`config.mk`:
```
export PLATFORM = sky130hd
export DESIGN_NAME = csgate_fanout_reg
export DESIGN_NICKNAME = d
export VERILOG_FILES = /design/src/rtl/csgate_pkg.sv /design/src/rtl/csgate_rst_sync.sv /design/src/rtl/csgate_data_bank.sv /design/src/rtl/csgate_ctl_bank.sv /design/src/rtl/csgate_fanout_reg.sv
export SDC_FILE = /design/constraint.sdc
export NUM_CORES = 1
export LEC_CHECK = 0
export ABC_CLOCK_PERIOD_IN_PS = 2500
export BUFFER_PORTS_ARGS = -buffer_cell sky130_fd_sc_hd__buf_2
export CORE_UTILIZATION = 40
export DETAILED_ROUTE_END_ITERATION = 7
export GPL_TIMING_DRIVEN = 1
export PLACE_DENSITY = 0.72
export RECOVER_POWER = 100
export SLEW_MARGIN = 20
export SYNTH_ARGS = -nofsm -noshare
export SYNTH_HDL_FRONTEND = slang
export SYNTH_HIERARCHICAL = 1
export SYNTH_SLANG_ARGS = --single-unit
```
`constraint.sdc`:
```
create_clock -name clk -period 2.5 [get_ports clk]
set_clock_uncertainty 0.15 [all_clocks]
set_input_delay 0.25 -clock clk [delete_from_list [all_inputs] [get_ports clk]]
set_output_delay 0.25 -clock clk [all_outputs]
set_load 0.005 [all_outputs]
```
`src/rtl/csgate_pkg.sv`:
```
package csgate_pkg;

    parameter int WORD_W      = 14;
    parameter int SYNC_STAGES = 2;
    localparam int COPIES     = 2;

    typedef logic [WORD_W-1:0] word_t;

    // Per-rank control bundle, never gated by chip select
    typedef struct packed {
        logic sel_n;
        logic ck_en;
        logic term;
    } rank_ctl_t;

    localparam rank_ctl_t CTL_CLEAR = '{sel_n: 1'b0, ck_en: 1'b0, term: 1'b0};

    // Data word holds only when both chip selects are inactive (high)
    function automatic logic both_deselected(input logic sel_a_n, input logic sel_b_n);
        return sel_a_n & sel_b_n;
    endfunction

endpackage

```
`src/rtl/csgate_rst_sync.sv`:
```
module csgate_rst_sync #(
    parameter int STAGES = csgate_pkg::SYNC_STAGES
) (
    input  logic clk,
    input  logic rst_n,
    output logic rst_ok
);
    logic [STAGES-1:0] chain;

    always_ff @(posedge clk or negedge rst_n) begin
        if (!rst_n) chain <= '0;
        else        chain <= {chain[STAGES-2:0], 1'b1};
    end

    assign rst_ok = chain[STAGES-1];

    // the synchronized reset is low whenever the raw reset is low
    always @(negedge clk) begin
        if (rst_n === 1'b0) begin
            a_r6_sync_follows: assert (rst_ok == 1'b0);
        end
    end
endmodule

```
`src/rtl/csgate_data_bank.sv`:
```
module csgate_data_bank
    import csgate_pkg::*;
#(
    parameter int WIDTH = WORD_W
) (
    input  logic             clk,
    input  logic             rst_ok,
    input  logic             hold,
    input  logic [WIDTH-1:0] d,
    output logic [WIDTH-1:0] q
);
    always_ff @(posedge clk or negedge rst_ok) begin
        if (!rst_ok)    q <= '0;
        else if (!hold) q <= d;
    end

    // Assertion scaffolding: marks that the previous edge was a live one
    logic live_q;
    always_ff @(posedge clk or negedge rst_ok) begin
        if (!rst_ok) live_q <= 1'b0;
        else         live_q <= 1'b1;
    end

    a_r3_hold_word: assert property (@(posedge clk) disable iff (!rst_ok)
        (live_q && $past(hold)) |-> $stable(q));

    a_r1_capture_word: assert property (@(posedge clk) disable iff (!rst_ok)
        (live_q && !$past(hold)) |-> (q == $past(d)));
endmodule

```
`src/rtl/csgate_ctl_bank.sv`:
```
module csgate_ctl_bank
    import csgate_pkg::*;
(
    input  logic      clk,
    input  logic      rst_ok,
    input  rank_ctl_t ctl_in,
    output rank_ctl_t ctl_q
);
    always_ff @(posedge clk or negedge rst_ok) begin
        if (!rst_ok) ctl_q <= CTL_CLEAR;
        else         ctl_q <= ctl_in;
    end

    logic live_q;
    always_ff @(posedge clk or negedge rst_ok) begin
        if (!rst_ok) live_q <= 1'b0;
        else         live_q <= 1'b1;
    end

    // control bits follow their inputs regardless of gating
    a_r4_ctl_follow: assert property (@(posedge clk) disable iff (!rst_ok)
        live_q |-> (ctl_q.ck_en == $past(ctl_in.ck_en) && ctl_q.term == $past(ctl_in.term)));

    a_r5_sel_follow: assert property (@(posedge clk) disable iff (!rst_ok)
        live_q |-> (ctl_q.sel_n == $past(ctl_in.sel_n)));
endmodule

```
`src/rtl/csgate_fanout_reg.sv`:
```
module csgate_fanout_reg
    import csgate_pkg::*;
(
    input  logic              clk,
    input  logic              rst_n,
    input  logic [WORD_W-1:0] d,
    input  logic              cs_n,
    input  logic              cs_aux_n,
    input  logic              cke,
    input  logic              odt,
    output logic [WORD_W-1:0] q_a,
    output logic [WORD_W-1:0] q_b,
    output logic              qcs_a,
    output logic              qcs_b,
    output logic              qcke_a,
    output logic              qcke_b,
    output logic              qodt_a,
    output logic              qodt_b
);
    logic      rst_ok;
    logic      hold;
    rank_ctl_t ctl_in;
    word_t     word_q [COPIES];
    rank_ctl_t ctl_q  [COPIES];

    csgate_rst_sync #(.STAGES(SYNC_STAGES)) u_rst (
        .clk    (clk),
        .rst_n  (rst_n),
        .rst_ok (rst_ok)
    );

    assign hold   = both_deselected(cs_n, cs_aux_n);
    assign ctl_in = '{sel_n: cs_n, ck_en: cke, term: odt};

    // One register bank per output copy, so each copy drives its own load
    for (genvar g = 0; g < COPIES; g++) begin : g_copy
        csgate_data_bank #(.WIDTH(WORD_W)) u_data (
            .clk    (clk),
            .rst_ok (rst_ok),
            .hold   (hold),
            .d      (d),
            .q      (word_q[g])
        );
        csgate_ctl_bank u_ctl (
            .clk    (clk),
            .rst_ok (rst_ok),
            .ctl_in (ctl_in),
            .ctl_q  (ctl_q[g])
        );
    end

    assign q_a    = word_q[0];
    assign q_b    = word_q[1];
    assign qcs_a  = ctl_q[0].sel_n;
    assign qcs_b  = ctl_q[1].sel_n;
    assign qcke_a = ctl_q[0].ck_en;
    assign qcke_b = ctl_q[1].ck_en;
    assign qodt_a = ctl_q[0].term;
    assign qodt_b = ctl_q[1].term;

    // the two copies never diverge
    always @(negedge clk) begin
        if (rst_n === 1'b1 || rst_n === 1'b0) begin
            a_r2_copies_match: assert ({q_a, qcs_a, qcke_a, qodt_a} == {q_b, qcs_b, qcke_b, qodt_b});
        end
    end

    // reset low forces every output low, held word included
    always @(negedge clk) begin
        if (rst_n === 1'b0) begin
            a_r6_reset_low: assert ({q_a, q_b, qcs_a, qcs_b, qcke_a, qcke_b, qodt_a, qodt_b} == '0);
        end
    end
endmodule

```
==> implementation parameters <==
Parameter                              Value

Run status
  Status ... finished, violations left
  Violations in the final reports ... DRC

Global routing
  Overflow after GRT ... 0
  Maximum number of pins on one net before global-route repair ... 29
  Global-route usage over all layers ... 15.4%
  Number of global-route vias before repair ... 889
  Wire length of the first global-routing pass ... 3730 um
  Number of antenna violations at the first check in global routing ... 0

Logic synthesis
  Gate Count Post-Synth ... 68
  Number of distinct library cell variants in the gate-level netlist after synthesis ... 5
  Syn nets ... 88
  Area share of the largest cell type after synthesis ... 72.1%
  Seq cells post-synth ... 36
  Area of the mapped netlist ... 1250 um2
  Fraction of the yosys area taken by sequential cells ... 72.1%
  Synth area leaders ... dfrtp_1, mux2_2, buf_6, and2_1, conb_1
  Number of synthesis warnings ... 6
  Mean post-synth cell area ... 18.4 um2
  Predominant post-synthesis flop cell ... dfrtp_1
  Async set-or-reset flop fraction in the synthesized netlist ... 100%
  Most instantiated library cell after synthesis ... dfrtp_1
  Cell types with the highest counts after synthesis ... dfrtp_1, mux2_2, buf_6, and2_1, conb_1
  Number of enable-type register cells in the synthesized netlist ... 0
  Library cell with the largest summed area after synthesis ... dfrtp_1

Detailed routing
  Wire length per cell after detailed routing ... 13.2 um
  First drt pass iteration count ... 6
  Routed vias ... 822
  Vias per inst ... 4.70
  ANT nets after route ... 0
  Iteration-0 DRC count of the detailed router ... 15
  # DRC ... 4
  Total wire length ... 2310 um

Timing
  Highest Clock Rate ... 0.519 GHz
  Slew Limit Headroom ... 38.6%
  Hold Violations, Final ... 0
  Final count of negative-setup-slack endpoints ... 0
  Share of the cycle needed by the critical path after routing ... 77.1%
  Number of max-slew violations in the final report ... 0
  Clock period minus worst slack ... 1930 ps
  Worst hold-check slack ... 23.7 ps
  Actual slew at the worst max-slew pin ... 921 ps
  Total negative slack for setup checks ... 0 ps
  Setup repair after global routing missed its margin ... false

Pwr
  Maximum vdd ir drop ... 0.391 mV
  Switching share of total power ... 22.6%
  Sequential Power Share ... 58.0%
  Power per standard cell area ... 646 nW/um2
  Internal ... 0.870 mW
  P_sw ... 0.254 mW
  Combinational share of power ... 12.3%
  Static Leakage ... 0.793 nW
  Proportion of power drawn by the clock network ... 29.7%

Clocking
  Total of cells resized after clock tree synthesis ... 0
  Num Clock Sinks ... 36
  Root Driver ... clkbuf_4
  Clock tree from TritonCTS ... yes
  Worst-Skew Late Latency ... 330 ps
  Post-CTS setup buffer count ... 0
  CTS Buf Count ... 5
  H-tree Lvls ... 2
  Clock tree buffer depth ... 2
  Register clock-pin slew on the reported worst setup and hold paths ... 100 ps

Worst hold path
  Min-Delay Path Class ... in2reg

Die
  Initial core utilization ... 43.8%
  Top-Level Pins ... 54
  Die Footprint ... 3350 um2
  Chip Height ... 57.9 um
  Die Width ... 57.9 um
  Core region area ... 2850 um2
  Number of rows created at floorplan ... 19

Layout
  Number of antenna diodes ... 0
  Final net count ... 164
  # fillers ... 250
  Layout overhead on the synthesized area ... 39.3%
  Fraction of layout cells with a size suffix above 1 ... 47.9%

Placed design
  Number of buffer cells added on primary ports ... 53
  Detailed-placement wirelength estimate ... 1600 um
  Final Wtd Congestion ... 0.677

Critical path
  Start-to-end type of the worst setup path ... in2reg
  Critical Path Max Stage Delay ... 530 ps
  Max FO, Critical Path ... 28
  Max stage delay cell, worst path ... clkbuf_2
  Kind of cell adding the most delay to the critical path ... buffers and inverters
  CP required ... 2570 ps
  Crit path launch type ... input port
  CP cell instances ... dlygate4sd3_1 > clkbuf_1 > and2_0 > clkbuf_2 > mux2_2
  Crit path capture type ... register
  Arrival @ worst endpoint ... 2000 ps
  CP Buf/Inv Count ... 3

Flow run
  Max-cap violations ... 0
-- area by class of cell --
type	instances	area, um2	area share [%]
flip-flops and latches	36	901	51.8
repair buffers	71	409	23.5
multi-input cells	30	325	18.7
clock buffers	7	65.1	3.74
well taps	31	38.8	2.23
-- sequential cells by signal, summed over array words and instances, names as in the netlist --
name / flops
g_copy.u_data/q: 28
g_copy.u_ctl/ctl_q: 6
u_rst/chain: 2
-- placed cells by master, fill, tap and decap left out, drive strengths merged --
cell          n
dfrtp        36
buf          33
clkbuf       29
mux2         28
dlygate4sd3  16
and2          1
conb          1
-- per-stage QoR --
| step | utilization [%] | cells | power [mW] | instance area [um2] | setup WS (ps) |
|---|---|---|---|---|---|
| CTS | 62.1 | 175 | 1.15 | 1770 | 863 |
| detailed placement | 54.2 | 152 | 0.792 | 1550 | 1030 |
| global placement | 54.2 | 152 | 0.785 | 1550 | 1070 |
| finish | 61.0 | 175 | 1.12 | 1740 | 572 |
| floorplan | - | 68 | 0.720 | 1250 | 1130 |
| global route | 61.0 | 175 | 1.18 | 1740 | 441 |
-- cells by family after synthesis --
logic type    count (synthesis)  synth area share, %
simple gates                  1                0.501
mux                          28                 25.3
flops                        36                 72.1
buf+inv                       2                 1.80
other cells                   1                0.300
-- per-layer routing --
layer | vias up | part of all wire, % | global-route usage, %
li1 | 381 | - | -
met3 | 0 | 9.1 | 6.70
met2 | 44 | 51 | 27.3
met4 | 0 | 0 | 5.10
met1 | 397 | 40 | 16.4
met5 | - | 0 | 0
-- power by group through the flow --
stage / Clock (mW) / Sequential, mW / Combinational, mW
global route: 0.370 / 0.658 / 0.153
finish: 0.334 / 0.652 / 0.139
floorplan: 0 / 0.669 / 0.0508
detailed placement: 0 / 0.663 / 0.129
global placement: 0 / 0.661 / 0.124
CTS: 0.352 / 0.652 / 0.148
-- what timing repair did --
item / 4_1_cts / 5_1_grt
hold buffers: 16 / 0
endpoints found under the hold margin: 28 / 0
setup endpoints to repair: 0 / 0
-- final timing paths --
kind / from / to / slack [ps] / depth (start not counted)
min in group asynchronous: rst_n / u_rst/chain[0]$_DFF_PN0_ / 70 / 2
worst max-delay path: cs_n / g_copy[1].u_data/q[12]$_DFFE_PN0N_ / 570 / 5
worst max register to register: u_rst/chain[1]$_DFF_PN0_ / g_copy[1].u_data/q[6]$_DFFE_PN0N_ / 810 / 1
worst min register to register: u_rst/chain[1]$_DFF_PN0_ / g_copy[1].u_ctl/ctl_q[0]$_DFF_PN0_ / 130 / 0
max in group asynchronous: u_rst/chain[1]$_DFF_PN0_ / g_copy[1].u_data/q[6]$_DFFE_PN0N_ / 810 / 1
worst min-delay path: d[13] / g_copy[1].u_data/q[13]$_DFFE_PN0N_ / 20 / 2
No activity file was read; power rests on OpenSTA's default activity.
